--- config.mk ---
export PLATFORM = sky130hd
export DESIGN_NAME = clkdiv_quad
export DESIGN_NICKNAME = d
export VERILOG_FILES = /design/src/rtl/clkdiv_pkg.sv /design/src/rtl/clkdiv_cfg_decode.sv /design/src/rtl/clkdiv_channel.sv /design/src/rtl/clkdiv_lock.sv /design/src/rtl/clkdiv_quad.sv
export SDC_FILE = /design/constraint.sdc
export NUM_CORES = 1
export LEC_CHECK = 0
export BUFFER_PORTS_ARGS = -buffer_cell sky130_fd_sc_hd__buf_2
export CAP_MARGIN = 20
export CORE_ASPECT_RATIO = 1.2
export CORE_UTILIZATION = 36
export CTS_CLUSTER_DIAMETER = 80
export DETAILED_ROUTE_END_ITERATION = 7
export MAX_ROUTING_LAYER = met4
export PLACE_DENSITY = 0.53
export SYNTH_ARGS = -nofsm -noshare
export SYNTH_HDL_FRONTEND = slang
export SYNTH_SLANG_ARGS = --single-unit
--- constraint.sdc ---
create_clock -name clk -period 6.3 [get_ports clk]
set_input_delay 0.63 -clock clk [delete_from_list [all_inputs] [get_ports clk]]
set_output_delay 0.63 -clock clk [all_outputs]
set_load 0.02 [all_outputs]
--- src/rtl/clkdiv_pkg.sv ---
package clkdiv_pkg;

  // Quarter-period phase steps selected per output
  typedef enum logic [1:0] {
    PH_Q0 = 2'd0,
    PH_Q1 = 2'd1,
    PH_Q2 = 2'd2,
    PH_Q3 = 2'd3
  } phase_sel_e;

  // Waveform shape of one output
  typedef enum logic {
    SHAPE_PULSE  = 1'b0,
    SHAPE_SQUARE = 1'b1
  } shape_e;

  // Per-output fields besides the divider: phase (2), enable (1), duty (1)
  localparam int FIELD_EXTRA_W = 4;

endpackage

--- src/rtl/clkdiv_cfg_decode.sv ---
module clkdiv_cfg_decode #(
  parameter int NUM_OUT = 4,
  parameter int DIV_W   = 8,
  localparam int CFG_W  = 1 + NUM_OUT * (DIV_W + clkdiv_pkg::FIELD_EXTRA_W)
) (
  input  logic [CFG_W-1:0]              cfg,
  output logic                          glob_en,
  output logic [NUM_OUT-1:0][DIV_W-1:0] div_val,
  output logic [NUM_OUT-1:0][1:0]       phase_sel,
  output logic [NUM_OUT-1:0]            out_en,
  output logic [NUM_OUT-1:0]            shape
);
  localparam int DIV_BASE = 1;
  localparam int PH_BASE  = DIV_BASE + NUM_OUT * DIV_W;
  localparam int EN_BASE  = PH_BASE + NUM_OUT * 2;
  localparam int SH_BASE  = EN_BASE + NUM_OUT;

  assign glob_en = cfg[0];

  for (genvar i = 0; i < NUM_OUT; i++) begin : g_field
    assign div_val[i]   = cfg[DIV_BASE + i*DIV_W +: DIV_W];
    assign phase_sel[i] = cfg[PH_BASE + i*2 +: 2];
    assign out_en[i]    = cfg[EN_BASE + i];
    assign shape[i]     = cfg[SH_BASE + i];
  end

endmodule

--- src/rtl/clkdiv_channel.sv ---
module clkdiv_channel
  import clkdiv_pkg::*;
#(
  parameter int DIV_W = 8
) (
  input  logic             clk,
  input  logic             rst,
  input  logic             run,
  input  logic [DIV_W-1:0] div_val,
  input  logic [1:0]       phase_sel,
  input  logic             shape,
  output logic             wave_q,
  output logic             lap_done
);
  localparam int W = DIV_W + 1;

  logic [DIV_W-1:0] cnt;
  logic [W-1:0]     period, half, offset, cnt_x, shifted;
  logic             wave_d;
  logic             at_top;

  assign at_top = (cnt == div_val);
  assign period = {1'b0, div_val} + W'(1);
  assign half   = period >> 1;
  assign cnt_x  = W'(cnt);

  always_comb begin
    unique case (phase_sel_e'(phase_sel))
      PH_Q0:   offset = '0;
      PH_Q1:   offset = W'(div_val >> 2);
      PH_Q2:   offset = W'(div_val >> 1);
      default: offset = W'(div_val >> 1) + W'(div_val >> 2);
    endcase
  end

  assign shifted = (cnt_x >= offset) ? (cnt_x - offset) : (cnt_x + period - offset);

  always_comb begin
    if (shape_e'(shape) == SHAPE_SQUARE) begin
      wave_d = (div_val == '0) ? 1'b1 : (shifted < half);
    end else begin
      wave_d = (cnt_x == offset);
    end
  end

  always_ff @(posedge clk) begin
    if (rst || !run) begin
      cnt      <= '0;
      wave_q   <= 1'b0;
      lap_done <= 1'b0;
    end else begin
      cnt      <= at_top ? '0 : cnt + DIV_W'(1);
      wave_q   <= wave_d;
      lap_done <= lap_done | at_top;
    end
  end


  cnt_range_chk: assert property (@(posedge clk) disable iff (rst)
    run |-> (cnt <= div_val));


  idle_low_chk: assert property (@(posedge clk) disable iff (rst)
    !run |=> (!wave_q && cnt == '0 && !lap_done));


  pulse_single_chk: assert property (@(posedge clk) disable iff (rst)
    (wave_q && shape == 1'b0 && div_val != '0) |=> !wave_q);

endmodule

--- src/rtl/clkdiv_lock.sv ---
module clkdiv_lock #(
  parameter int NUM_OUT = 4
) (
  input  logic               clk,
  input  logic               rst,
  input  logic               glob_en,
  input  logic               restart,
  input  logic [NUM_OUT-1:0] out_en,
  input  logic [NUM_OUT-1:0] lap_done,
  output logic               locked
);
  logic all_ok;

  assign all_ok = &(lap_done | ~out_en);

  always_ff @(posedge clk) begin
    if (rst) begin
      locked <= 1'b0;
    end else begin
      locked <= glob_en && !restart && all_ok;
    end
  end


  restart_unlock_chk: assert property (@(posedge clk) disable iff (rst)
    restart |=> !locked);


  lock_needs_laps_chk: assert property (@(posedge clk) disable iff (rst)
    $rose(locked) |-> $past(&(lap_done | ~out_en)));

endmodule

--- src/rtl/clkdiv_quad.sv ---
module clkdiv_quad #(
  parameter int NUM_OUT = 4,
  parameter int DIV_W   = 8,
  localparam int CFG_W  = 1 + NUM_OUT * (DIV_W + clkdiv_pkg::FIELD_EXTRA_W)
) (
  input  logic               clk,
  input  logic               rst,
  input  logic [CFG_W-1:0]   cfg,
  output logic [NUM_OUT-1:0] clk_out,
  output logic               locked
);
  logic [CFG_W-1:0]              cfg_q;
  logic                          restart;
  logic                          glob_en;
  logic [NUM_OUT-1:0][DIV_W-1:0] div_val;
  logic [NUM_OUT-1:0][1:0]       phase_sel;
  logic [NUM_OUT-1:0]            out_en;
  logic [NUM_OUT-1:0]            shape;
  logic [NUM_OUT-1:0]            lap_done;

  // Shadow copy of the word to detect any change
  always_ff @(posedge clk) begin
    cfg_q <= cfg;
  end

  assign restart = !rst && (cfg != cfg_q);

  clkdiv_cfg_decode #(.NUM_OUT(NUM_OUT), .DIV_W(DIV_W)) u_decode (
    .cfg       (cfg),
    .glob_en   (glob_en),
    .div_val   (div_val),
    .phase_sel (phase_sel),
    .out_en    (out_en),
    .shape     (shape)
  );

  for (genvar i = 0; i < NUM_OUT; i++) begin : g_chan
    clkdiv_channel #(.DIV_W(DIV_W)) u_chan (
      .clk       (clk),
      .rst       (rst),
      .run       (glob_en && out_en[i] && !restart),
      .div_val   (div_val[i]),
      .phase_sel (phase_sel[i]),
      .shape     (shape[i]),
      .wave_q    (clk_out[i]),
      .lap_done  (lap_done[i])
    );
  end

  clkdiv_lock #(.NUM_OUT(NUM_OUT)) u_lock (
    .clk      (clk),
    .rst      (rst),
    .glob_en  (glob_en),
    .restart  (restart),
    .out_en   (out_en),
    .lap_done (lap_done),
    .locked   (locked)
  );


  glob_off_chk: assert property (@(posedge clk) disable iff (rst)
    !glob_en |=> (clk_out == '0 && !locked));


  reset_clear_chk: assert property (@(posedge clk)
    rst |=> (clk_out == '0 && !locked));

endmodule

## Word-level counts from Yosys, hierarchy flattened

Index checks and enable logic that the tools add are counted.

- $add $sub $neg: 24
- Magnitude comparators: 8
- Eq/ne operators: 17
- Muxes and demuxes: 16
- Bitwise logic cells: 6
- Reduce and logical (&&, ||, !) cells: 34

Operator list:

| operator | count |
|---|---|
| $pmux 8 s3 | 4 |
| $ne 49x49->1 | 1 |
| $add 8x1->9 const B | 4 |
| $add 8x9->9 | 4 |
| $eq 8x9->1 | 4 |
| $ge 8x9->1 | 4 |
| $lt 9x8->1 | 4 |
| $mux 9 | 4 |
| $sub 8x9->9 | 4 |
| $sub 9x9->9 | 4 |
| $add 7x6->8 | 4 |
| $add 8x1->8 const B | 4 |
| $eq 8x8->1 | 4 |
| $logic_not 8->1 | 4 |
| $logic_and 1x1->1 | 11 |
| $eq 2x1->1 const B | 4 |
| $eq 2x2->1 const B | 4 |
| $logic_not 2->1 | 4 |
| $mux 1 | 8 |
| $reduce_or 2->1 | 4 |
| $logic_not 1->1 | 6 |
| $logic_or 1x1->1 | 4 |
| $not 4->4 | 1 |
| $or 1x1->1 | 4 |
| 2 further kinds | 2 |

- Bits in registers: 90
- Bits of input ports: 51
- Output and inout port bits: 5

## Logic depth before layout (Yosys ltp)

Gate-level depths: netlist of run 1.

- Depth in word-level cells: 7
- Mapped depth: 30

## By module

A second synthesis of run 1 with hierarchy kept.

- Cell total of the unflattened synthesis: 1322
- Area total of the unflattened synthesis: 10991.8 µm²

Modules (own cells, without submodules):

| module | times used | cells each | area an instance (µm²) | seq. area each (µm²) |
|---|---|---|---|---|
| clkdiv_channel at g_chan[2].u_chan ... | 2 | 283 | 2233.4 | 200.2 |
| clkdiv_channel at g_chan[1].u_chan | 1 | 288 | 2282.2 | 200.2 |
| clkdiv_channel at g_chan[0].u_chan | 1 | 286 | 2244.7 | 200.2 |
| clkdiv_quad | 1 | 123 | 1565.3 | 980.9 |
| clkdiv_cfg_decode | 1 | 49 | 367.9 | 0.0 |
| clkdiv_lock | 1 | 10 | 65.1 | 20.0 |

## Worst setup path before layout of run 1

OpenSTA, ideal clock, no wires.

- Path type: in2reg
- Start: in cfg[11]
- End: reg g_chan[1].u_chan.wave_q
- Arrival: 5.387 ns
- Required time: 6.239 ns
- Slack: 0.852 ns
- Stages on the path: 28
- Path through: clkbuf_1 -> inv_1 -> ha_1 -> a21o_1 -> a21oi_1 -> xnor2_1 -> mux2i_1 -> o21ai_0 -> inv_1 -> ha_1 -> o21a_1 -> o31ai_1 -> a21oi_1 -> maj3_2 -> o31ai_2 -> a21boi_1 -> a311o_1 -> buf_2 -> a21oi_1 -> ha_1 -> a21o_1 -> a21o_1 -> a21oi_1 -> nand2_1 -> o21ai_0 -> o21ai_0 -> nand2b_1 -> and4b_1

- Longest elaborated chain between the ends: 7
- Elaborated cells on any way between the ends: 19
- Those cells by class: add/sub: 5; order compare: 2; eq/ne: 2; mux: 4; reduce/logical: 6

RTL lines:

| item | line | source |
|---|---|---|
| from (decl) | clkdiv_quad.sv:8 | `input logic [CFG_W-1:0] cfg,` |
| $add 8x1->9 or $add 7x6->8 (tied branches) | clkdiv_channel.sv:23, clkdiv_channel.sv:32 |  |
| $add 8x9->9 or $pmux 8 s3 (tied branches) | clkdiv_channel.sv:36, clkdiv_channel.sv:28 |  |
| $sub 9x9->9, or another cell as far along | clkdiv_channel.sv:36 | `assign shifted = (cnt_x >= offset) ? (cnt_x - offset) : (cnt_x + period - offset);` |
| $mux 9 | clkdiv_channel.sv:36 |  |
| $lt 9x8->1 | clkdiv_channel.sv:40 | `wave_d = (div_val == '0) ? 1'b1 : (shifted < half);` |
| $mux 1 | clkdiv_channel.sv:40 |  |
| $mux 1 | clkdiv_channel.sv:39 | `if (shape_e'(shape) == SHAPE_SQUARE) begin` |
| to (signal assigned) | clkdiv_channel.sv:53 | `wave_q <= wave_d;` |
| to (decl) | clkdiv_channel.sv:12 | `output logic wave_q,` |

Parallel ways exist; a longest one is shown, timed or not.
A chain may end at the register's enable or synchronous reset.

## Worst setup path after layout of run 1

- Start: in cfg[27]
- End: reg g_chan[3].u_chan.wave_q

- Longest elaborated chain between the ends: 7
- Elaborated cells on any way between the ends: 19
- Those cells by class: add/sub: 5; order compare: 2; eq/ne: 2; mux: 4; reduce/logical: 6

RTL lines:

| item | line |
|---|---|
| $add 8x1->9 or $add 7x6->8 (tied branches) | clkdiv_channel.sv:23, clkdiv_channel.sv:32 |
| $add 8x9->9 or $pmux 8 s3 (tied branches) | clkdiv_channel.sv:36, clkdiv_channel.sv:28 |
| $sub 9x9->9, or another cell as far along | clkdiv_channel.sv:36 |
| $mux 9 | clkdiv_channel.sv:36 |
| $lt 9x8->1 | clkdiv_channel.sv:40 |
| $mux 1 | clkdiv_channel.sv:40 |
| $mux 1 | clkdiv_channel.sv:39 |
| to (signal assigned) | clkdiv_channel.sv:53 |
| to (decl) | clkdiv_channel.sv:12 |

Parallel ways exist; a longest one is shown, timed or not.

==> results_tabular.tex, run 1 <==
\begin{tabular}{lr}
\hline
Metric & Value \\
\hline
\multicolumn{2}{l}{\textbf{Floorplanning}} \\
\quad Die footprint & 0.0299 sq mm \\
\quad Placeable core area & 0.0288 sq mm \\
\quad Die height & 189 um \\
\quad Die boundary width & 158 um \\
\quad Initial cell density of the core & 0.365 \\
\quad Number of placement rows & 68 \\
\quad I/O pin total & 56 \\
\multicolumn{2}{l}{\textbf{Critical path}} \\
\quad Worst path bufs/invs & 3 \\
\quad Start-to-end type of the worst setup path & in2reg \\
\quad Master of the slowest instance on the critical path & sky130\_fd\_sc\_hd\_\_a211o\_1 \\
\quad Cell family contributing the most delay on the critical path & compound AO/OA/AOI/OAI gates \\
\quad Worst-path fanout max & 13 \\
\quad Max incr delay on CP & 0.49 ns \\
\quad Crit. End Element & flop \\
\quad Kind of start point of the critical path & input pin \\
\quad Required time reported for the critical path endpoint & 6.59 ns \\
\quad Arr. time, crit path & 5.97 ns \\
\multicolumn{2}{l}{\textbf{Clock tree}} \\
\quad Clock buffer depth & 2 \\
\quad CTS tree & yes \\
\quad Later-pin clock latency in the skew report & 0.35 ns \\
\quad Sink Count & 90 \\
\quad Setup Buffers After CTS & 0 \\
\quad Number of CTS-inserted buffers & 9 \\
\quad Hold-fix buffer count after cts & 0 \\
\quad Clock transition time at the flip-flop clock pins of the worst setup and hold paths & 0.07 ns \\
\quad Total of cells resized after clock tree synthesis & 0 \\
\quad Cell at the root of the clock tree & sky130\_fd\_sc\_hd\_\_clkbuf\_16 \\
\quad Number of H-tree branching levels & 3 \\
\multicolumn{2}{l}{\textbf{Cells and area}} \\
\quad Layout cells sized above 1 & 0.0798 \\
\quad Area added between synthesis and finish & 9.09\% \\
\quad Final \#Nets & 1542 \\
\quad Fill count & 3024 \\
\quad Final Non-Filler Cells & 1703 \\
\quad Post-route design area & 0.0115 sq mm \\
\multicolumn{2}{l}{\textbf{Yosys}} \\
\quad \#FFs+latches synth & 90 \\
\quad Primary flip-flop cell chosen by synthesis mapping & sky130\_fd\_sc\_hd\_\_dfxtp\_1 \\
\quad Warnings from Yosys & 0 \\
\quad Ys async rst share & 0 \\
\quad Summed instance area of the synthesized netlist & 0.0105 sq mm \\
\quad Gate count after technology mapping & 1279 \\
\quad Number of enable flip-flop cells after synthesis & 0 \\
\quad Post-synthesis area per instance & 8.21 sq um \\
\quad Fraction of the yosys area taken by sequential cells & 0.172 \\
\quad Post-Syn Nets & 1510 \\
\quad Yosys cell types & 79 \\
\multicolumn{2}{l}{\textbf{STA}} \\
\quad Clock tree skew after final layout & 0.0150 ns \\
\quad Achievable frequency & 176 MHz \\
\quad Final total negative setup slack & 0 ns \\
\quad RSZ-0062 raised after global routing & false \\
\quad Max-slew violation count & 0 \\
\quad Final critical-path required period & 5.68 ns \\
\quad Total setup violations reported at the end of the flow & 0 \\
\quad Tightest slew margin relative to the limit & 0.457 \\
\quad Total count of hold-check failures in the final report & 0 \\
\quad Post-route fraction of the period consumed by the critical path & 0.901 \\
\quad Slew at the pin closest to its max-slew limit & 0.808 ns \\
\quad Worst Slack Setup Final & 0.622 ns \\
\multicolumn{2}{l}{\textbf{Drt}} \\
\quad DR vias & 8702 \\
\quad DRT Pass-1 Iters & 5 \\
\quad Routed wire per std cell & 16.4 um \\
\quad Number of DRC markers after the initial detailed-route iteration & 408 \\
\quad Remaining number of nets flagged by the antenna check after routing & 0 \\
\quad Post-route DRC violation count & 0 \\
\quad DR vias/cell & 5.11 \\
\quad Routed wire length & 27900 um \\
\multicolumn{2}{l}{\textbf{Place}} \\
\quad Final HPWL from detailed placement & 23300 um \\
\quad Placement-stage worst setup slack & 0.301 ns \\
\quad Final GP Congestion & 0.855 \\
\quad Placed Cells incl. Taps & 1685 \\
\quad Standard cell area after detailed placement & 0.0111 sq mm \\
\quad Number of buffer cells added on primary ports & 55 \\
\multicolumn{2}{l}{\textbf{Pwr}} \\
\quad Peak supply drop & 0.000121 V \\
\quad LEAKAGE & 5.21 nW \\
\quad Power per standard cell area & 203 mW/mm\^{}2 \\
\multicolumn{2}{l}{\textbf{Global routing}} \\
\quad Antenna violations before repair & 2 \\
\quad Tot GR Track Use & 0.202 \\
\quad First-pass GRT wire length & 45700 um \\
\quad Number of global-route vias before repair & 8750 \\
\quad Pin count of the biggest net entering global routing & 22 \\
\quad Global-route congestion overflow total & 0 \\
\multicolumn{2}{l}{\textbf{Outcome}} \\
\quad Outcome & finished clean \\
\multicolumn{2}{l}{\textbf{Run}} \\
\quad Count of max-cap constraint violations & 0 \\
\multicolumn{2}{l}{\textbf{Worst hold path}} \\
\quad Hold WC Path Type & in2reg \\
\hline
\end{tabular}
state kept, by name, summed over array words and instances, names as in the netlist:
register                flops
g_chan.u_chan.cnt          32
g_chan.u_chan.lap_done      4
u_lock.locked               1
cfg_q                      49
g_chan.u_chan.wave_q        4
stage by stage:
step / hold slack [ns] / total power [W] / utilization
global placement: 0.462 / 0.00173 / 0.387
global route: 0.429 / 0.00253 / 0.398
finish: 0.446 / 0.00233 / 0.398
CTS: 0.427 / 0.00236 / 0.398
floorplan: 0.429 / 0.00148 / -
detailed placement: 0.467 / 0.00173 / 0.387
per-layer routing:
layer	vias to the layer above	part of all wire	GRT usage
li1	4446	-	-
met1	4082	0.46	0.244
met2	135	0.49	0.349
met3	39	0.024	0.0204
met4	0	0.023	0.0601
met5	-	0	-
layout by cell type (no fill, tap or decap), types with 7 or more instances in the layout:
cell | synthesis | final
sky130_fd_sc_hd__o21a_1 | 12 | 12
sky130_fd_sc_hd__a21o_1 | 30 | 30
sky130_fd_sc_hd__xor2_1 | 101 | 101
sky130_fd_sc_hd__a31oi_1 | 7 | 7
sky130_fd_sc_hd__nor4_1 | 18 | 18
sky130_fd_sc_hd__o31ai_1 | 7 | 7
sky130_fd_sc_hd__nand4_1 | 23 | 23
sky130_fd_sc_hd__nand2b_1 | 9 | 9
sky130_fd_sc_hd__nor3_1 | 13 | 13
sky130_fd_sc_hd__dfxtp_1 | 90 | 90
sky130_fd_sc_hd__nand3_1 | 43 | 43
sky130_fd_sc_hd__fa_1 | 32 | 32
sky130_fd_sc_hd__and3_1 | 10 | 10
sky130_fd_sc_hd__nor2_1 | 88 | 88
sky130_fd_sc_hd__xnor2_1 | 102 | 102
sky130_fd_sc_hd__clkbuf_16 | 0 | 9
sky130_fd_sc_hd__a22o_1 | 12 | 12
sky130_fd_sc_hd__buf_2 | 5 | 55
sky130_fd_sc_hd__ha_1 | 148 | 148
sky130_fd_sc_hd__o21ai_0 | 46 | 46
sky130_fd_sc_hd__o21bai_1 | 12 | 12
sky130_fd_sc_hd__nand2_1 | 78 | 78
sky130_fd_sc_hd__a21oi_1 | 62 | 62
sky130_fd_sc_hd__maj3_1 | 8 | 8
sky130_fd_sc_hd__nor2b_1 | 24 | 24
sky130_fd_sc_hd__a211o_1 | 7 | 7
sky130_fd_sc_hd__inv_1 | 154 | 154
worst register-to-register path: stages, from the launching register on:
cell and delay, ns:
sky130_fd_sc_hd__dfxtp_1 0.48, sky130_fd_sc_hd__ha_1 0.30, sky130_fd_sc_hd__nor2b_1 0.14, sky130_fd_sc_hd__o211ai_1 0.26, sky130_fd_sc_hd__a31oi_1 0.19, sky130_fd_sc_hd__maj3_2 0.34
sky130_fd_sc_hd__maj3_2 0.33, sky130_fd_sc_hd__a211o_1 0.49, sky130_fd_sc_hd__nor2_1 0.17, sky130_fd_sc_hd__a21oi_1 0.05, sky130_fd_sc_hd__ha_1 0.31, sky130_fd_sc_hd__a21oi_1 0.13
sky130_fd_sc_hd__nor2b_1 0.05, sky130_fd_sc_hd__o21ai_0 0.14, sky130_fd_sc_hd__nand2b_1 0.08, sky130_fd_sc_hd__a21oi_1 0.15, sky130_fd_sc_hd__nor2b_1 0.05, sky130_fd_sc_hd__o21ai_0 0.14
sky130_fd_sc_hd__nor4bb_1 0.28, sky130_fd_sc_hd__a32o_1 0.21
cell families (layout without fill, tap and decap cells):
group,Yosys count,after routing,share of synthesized area
flops,90,90,0.172
buf+inv,191,228,0.0707
compound gates,257,257,0.169
mux,7,7,0.00679
other cells,0,2,0
fa+ha+maj,193,193,0.250
simple gates,337,337,0.160
xor+xnor,204,204,0.171
report_power, final:
group	total (W)	internal (W)	switching (W)
registers	0.000592	0.000585	0.00000665
clock network	0.000612	0.000356	0.000256
logic	0.00113	0.000500	0.000625
synth_stat cells, types with 6 or more instances:
cell type,n,area share
sky130_fd_sc_hd__inv_1,154,0.055
sky130_fd_sc_hd__ha_1,148,0.18
sky130_fd_sc_hd__xnor2_1,102,0.085
sky130_fd_sc_hd__xor2_1,101,0.084
sky130_fd_sc_hd__dfxtp_1,90,0.17
sky130_fd_sc_hd__nor2_1,88,0.031
sky130_fd_sc_hd__nand2_1,78,0.028
sky130_fd_sc_hd__a21oi_1,62,0.030
sky130_fd_sc_hd__o21ai_0,46,0.022
sky130_fd_sc_hd__nand3_1,43,0.020
sky130_fd_sc_hd__fa_1,32,0.061
sky130_fd_sc_hd__a21o_1,30,0.021
sky130_fd_sc_hd__clkbuf_1,26,0.0093
sky130_fd_sc_hd__nor2b_1,24,0.014
sky130_fd_sc_hd__nand4_1,23,0.014
sky130_fd_sc_hd__nor4_1,18,0.011
sky130_fd_sc_hd__nor3_1,13,0.0062
sky130_fd_sc_hd__a22o_1,12,0.010
sky130_fd_sc_hd__o21a_1,12,0.0086
sky130_fd_sc_hd__o21bai_1,12,0.0086
sky130_fd_sc_hd__and3_1,10,0.0060
sky130_fd_sc_hd__nand2b_1,9,0.0054
sky130_fd_sc_hd__maj3_1,8,0.0076
sky130_fd_sc_hd__a211o_1,7,0.0058
sky130_fd_sc_hd__a31oi_1,7,0.0042
sky130_fd_sc_hd__o31ai_1,7,0.0050
sky130_fd_sc_hd__a211oi_1,6,0.0043
sky130_fd_sc_hd__mux2i_1,6,0.0057
sky130_fd_sc_hd__o21ai_1,6,0.0029
sky130_fd_sc_hd__or2_2,6,0.0036
final timing paths:
kind	start	to	slack, ns	depth (start not counted)
max	cfg[27]	g_chan[3].u_chan.wave_q$_SDFF_PP0_	0.62	26
min	cfg[44]	cfg_q[44]$_DFF_P_	0.45	1
max reg2reg	g_chan[3].u_chan.cnt[1]$_SDFF_PP0_	g_chan[3].u_chan.wave_q$_SDFF_PP0_	1.93	19
min reg2reg	g_chan[1].u_chan.lap_done$_SDFF_PP0_	g_chan[1].u_chan.lap_done$_SDFF_PP0_	0.48	2
cell type report:
class                           count  area [sq um]  share of cell area
Antenna cell                        2          5.00            0.000437
Clock buffer                        9           225              0.0197
Clock inverter                      7           109             0.00950
Inverter                          154           578              0.0505
Multi-Input combinational cell    998          7960               0.695
Sequential cell                    90          1800               0.157
Tap cell                          385           482              0.0421
Timing Repair Buffer               58           298              0.0260
No activity file was read; power rests on OpenSTA's default activity.
==> inputs of run 2 (changes only) <==
--- a/config.mk
+++ b/config.mk
@@ -15,4 +15,5 @@
 export PLACE_DENSITY = 0.53
 export SYNTH_ARGS = -nofsm -noshare
 export SYNTH_HDL_FRONTEND = slang
+export SYNTH_HIERARCHICAL = 1
 export SYNTH_SLANG_ARGS = --single-unit
==> run 2 against run 1 <==
Utilization shrank 0.81 points. Hold slack better by 0.00089 ns. Synthesized cell count increased by 3.4%. Sequential share of layout area shrank 0.23 points. Global-route usage is 1.3 points lower. Final cell count rose by 1.2%. Clock-buffer cell count is the same. Combinational power hardly changed. Largest cell class unchanged. Largest power group unchanged. Highest routed layer unchanged.
==> results_tabular.tex, run 2 <==
\begin{tabular}{lr}
\hline
Metric & Value \\
\hline
\multicolumn{2}{l}{\textbf{Outcome}} \\
\quad Outcome & finished clean \\
\multicolumn{2}{l}{\textbf{Place}} \\
\quad Final GP Congestion & 0.860 \\
\quad Number of buffer cells added on primary ports & 55 \\
\quad Final HPWL from detailed placement & 23400 um \\
\quad Standard cell area after detailed placement & 0.0113 sq mm \\
\multicolumn{2}{l}{\textbf{Clock tree}} \\
\quad Later-pin clock latency in the skew report & 0.35 ns \\
\quad Setup Buffers After CTS & 0 \\
\quad Clock buffer depth & 2 \\
\quad Hold-fix buffer count after cts & 0 \\
\quad Clock transition time at the flip-flop clock pins of the worst setup and hold paths & 0.07 ns \\
\quad Sink Count & 90 \\
\quad Number of H-tree branching levels & 3 \\
\quad Total of cells resized after clock tree synthesis & 0 \\
\quad Cell at the root of the clock tree & sky130\_fd\_sc\_hd\_\_clkbuf\_16 \\
\quad CTS tree & yes \\
\quad Number of CTS-inserted buffers & 9 \\
\multicolumn{2}{l}{\textbf{Cells and area}} \\
\quad Register with the highest flop count & cfg\_q \\
\quad Post-route design area & 0.0116 sq mm \\
\quad Registers with the most flip-flops & cfg\_q: 49 flops, g\_chan.u\_chan/cnt: 32 flops \\
\quad Most used cells in the layout excluding fill and tap cells & sky130\_fd\_sc\_hd\_\_inv\_1, sky130\_fd\_sc\_hd\_\_xnor2\_1, sky130\_fd\_sc\_hd\_\_ha\_1 \\
\quad Leading cell type in the layout, fill and taps excluded & sky130\_fd\_sc\_hd\_\_inv\_1 \\
\quad Layout cells sized above 1 & 0.0866 \\
\quad Number of flip-flops in the largest register & 49 \\
\quad Area added between synthesis and finish & 5.74\% \\
\quad Final \#Nets & 1562 \\
\quad Layout Utilization & 0.390 \\
\multicolumn{2}{l}{\textbf{STA}} \\
\quad Achievable frequency & 195 MHz \\
\quad Tightest slew margin relative to the limit & 0.541 \\
\quad RSZ-0062 raised after global routing & false \\
\quad Final critical-path required period & 5.12 ns \\
\quad Slew at the pin closest to its max-slew limit & 0.683 ns \\
\quad Total setup violations reported at the end of the flow & 0 \\
\quad Post-route fraction of the period consumed by the critical path & 0.813 \\
\quad Max-slew violation count & 0 \\
\quad Clock tree skew after final layout & 0.0140 ns \\
\quad Final total negative setup slack & 0 ns \\
\quad Final-layout worst hold slack & 0.447 ns \\
\quad Total count of hold-check failures in the final report & 0 \\
\multicolumn{2}{l}{\textbf{Pwr}} \\
\quad Share of power burned in the clock network & 0.238 \\
\quad Reported net switching power & 0.000891 W \\
\quad Fraction of power spent switching nets & 0.386 \\
\quad Peak supply drop & 0.000109 V \\
\quad Power per standard cell area & 199 mW/mm\^{}2 \\
\quad LEAKAGE & 5.11 nW \\
\quad Sequential group share of total power & 0.258 \\
\quad Proportion of power drawn by combinational gates & 0.504 \\
\quad Total power & 0.00231 W \\
\quad Total internal power & 0.00142 W \\
\multicolumn{2}{l}{\textbf{Yosys}} \\
\quad Fraction of the yosys area taken by sequential cells & 0.164 \\
\quad Warnings from Yosys & 6 \\
\quad Biggest area contributors in the synthesized netlist & sky130\_fd\_sc\_hd\_\_ha\_1, sky130\_fd\_sc\_hd\_\_dfxtp\_1, sky130\_fd\_sc\_hd\_\_xnor2\_1 \\
\quad Synth cell count leaders & sky130\_fd\_sc\_hd\_\_inv\_1, sky130\_fd\_sc\_hd\_\_xnor2\_1, sky130\_fd\_sc\_hd\_\_ha\_1 \\
\quad Summed instance area of the synthesized netlist & 0.0110 sq mm \\
\quad Number of enable flip-flop cells after synthesis & 0 \\
\quad \#FFs+latches synth & 90 \\
\quad Yosys cell types & 76 \\
\quad Primary flip-flop cell chosen by synthesis mapping & sky130\_fd\_sc\_hd\_\_dfxtp\_1 \\
\quad Post-synthesis area per instance & 8.31 sq um \\
\quad Gate count after technology mapping & 1322 \\
\quad Yosys top cell by area & sky130\_fd\_sc\_hd\_\_ha\_1 \\
\quad Top-area cell type share of the netlist area & 0.168 \\
\quad Ys async rst share & 0 \\
\quad Most frequent cell after synthesis & sky130\_fd\_sc\_hd\_\_inv\_1 \\
\quad Post-Syn Nets & 1561 \\
\multicolumn{2}{l}{\textbf{Floorplanning}} \\
\quad Die height & 193 um \\
\quad Placeable core area & 0.0298 sq mm \\
\quad Die boundary width & 162 um \\
\quad Number of placement rows & 69 \\
\quad Die footprint & 0.0312 sq mm \\
\quad Initial cell density of the core & 0.369 \\
\quad I/O pin total & 56 \\
\multicolumn{2}{l}{\textbf{Drt}} \\
\quad Post-route DRC violation count & 0 \\
\quad Routed wire per std cell & 16.0 um \\
\quad DR vias & 8646 \\
\quad Routed wire length & 27600 um \\
\quad Remaining number of nets flagged by the antenna check after routing & 0 \\
\quad DRT Pass-1 Iters & 5 \\
\quad DR vias/cell & 5.02 \\
\quad Number of DRC markers after the initial detailed-route iteration & 353 \\
\multicolumn{2}{l}{\textbf{Critical path}} \\
\quad Start-to-end type of the worst setup path & in2reg \\
\quad Worst-path fanout max & 9 \\
\quad Arr. time, crit path & 5.32 ns \\
\quad Cell seen most often among critical-path stages & sky130\_fd\_sc\_hd\_\_ha\_1 \\
\quad Required time reported for the critical path endpoint & 6.50 ns \\
\quad Max incr delay on CP & 0.51 ns \\
\quad Master of the slowest instance on the critical path & sky130\_fd\_sc\_hd\_\_fa\_1 \\
\quad Cell Chain, Critical Path & buf\_2 > ha\_1 > fa\_1 > a21o\_1 > a21oi\_2 > nor2b\_1 > o21a\_1 > o21a\_1 > mux2\_1 > fa\_1 > inv\_1 > ha\_1 > o41ai\_1 > xor2\_1 > a211oi\_2 > ha\_1 > nand3\_1 > or3\_1 > o31ai\_1 > a211oi\_1 \\
\quad Kind of start point of the critical path & input pin \\
\quad Worst Reg-to-Reg Cells & 15 \\
\quad Crit. End Element & flop \\
\multicolumn{2}{l}{\textbf{Run}} \\
\quad Count of max-cap constraint violations & 0 \\
\multicolumn{2}{l}{\textbf{Global routing}} \\
\quad Pin count of the biggest net entering global routing & 19 \\
\quad First-pass GRT wire length & 45700 um \\
\quad Global-route congestion overflow total & 0 \\
\quad Number of global-route vias before repair & 8814 \\
\quad Antenna violations before repair & 6 \\
\quad Tot GR Track Use & 0.189 \\
\multicolumn{2}{l}{\textbf{Worst hold path}} \\
\quad Number of cells on the worst hold path & 1 \\
\quad Hold WC Path Type & in2reg \\
\hline
\end{tabular}
## run 2: area by class of cell
| type | instances | area (sq um) |
|---|---|---|
| Sequential cell | 90 | 1800 |
| Fill cell | 3080 | 18200 |
| Timing Repair Buffer | 55 | 275 |
| Clock buffer | 9 | 225 |
| Multi-Input combinational cell | 999 | 8110 |
| Tap cell | 390 | 488 |
| Clock inverter | 7 | 75.1 |
| Inverter | 168 | 631 |
| Antenna cell | 6 | 15.0 |
## run 2: per-layer routing
layer | wire (um) | vias up | global-route usage
met2 | 13600 | 123 | 0.328
met1 | 12500 | 4009 | 0.225
met5 | 0 | - | -
li1 | - | 4488 | -
met4 | 585 | 0 | 0.0542
met3 | 895 | 26 | 0.0253
## run 2: critical path: cells and delay by family
family          cells  cell delay, ns
simple gates        3            0.47
xor+xnor            1            0.23
mux                 1            0.34
fa+ha+maj           5            1.76
buf+inv             2            0.22
compound gates      8            1.63
## run 2: power by group through the flow
| stage | Sequential, W | Clock, W | Combinational, W |
|---|---|---|---|
| 6_report | 0.000596 | 0.000550 | 0.00116 |
| 5_1_grt | 0.000597 | 0.000591 | 0.00133 |
| 4_1_cts | 0.000596 | 0.000566 | 0.00117 |
| 3_5_place_dp | 0.000609 | 0 | 0.00116 |
| 3_3_place_gp | 0.000609 | 0 | 0.00116 |
| 2_1_floorplan | 0.000608 | 0 | 0.000938 |
## run 2: logic make-up (layout without fill, tap and decap cells)
logic type | count (synthesis) | in the layout | synth area share
adder cells (fa/ha/maj) | 188 | 188 | 0.241
buffers and inverters | 233 | 239 | 0.0981
multiplexers | 30 | 30 | 0.0280
other | 0 | 6 | 0
AO/OA/AOI/OAI | 256 | 256 | 0.165
XOR/XNOR | 179 | 179 | 0.143
AND/OR/NAND/NOR | 346 | 346 | 0.161
flip-flops | 90 | 90 | 0.164
## run 2: path summary, 6_finish.rpt
kind                                          end  slack (ns)                                 start
min                             cfg_q[41]$_DFF_P_        0.45                               cfg[41]
max reg2reg    g_chan[1].u_chan/wave_q$_SDFF_PP0_        2.19    g_chan[1].u_chan/cnt[1]$_SDFF_PP0_
max            g_chan[0].u_chan/wave_q$_SDFF_PP0_        1.18                                cfg[3]
min reg2reg  g_chan[3].u_chan/lap_done$_SDFF_PP0_        0.47  g_chan[3].u_chan/lap_done$_SDFF_PP0_
## run 2: stage by stage
| stage | worst slack [ns] | cells |
|---|---|---|
| detailed placement | 0.780 | 1702 |
| global placement | 0.794 | 1702 |
| floorplan | 1.32 | 1322 |
| CTS | 1.14 | 1718 |
| global route | 0.814 | 1724 |
| finish | 1.18 | 1724 |
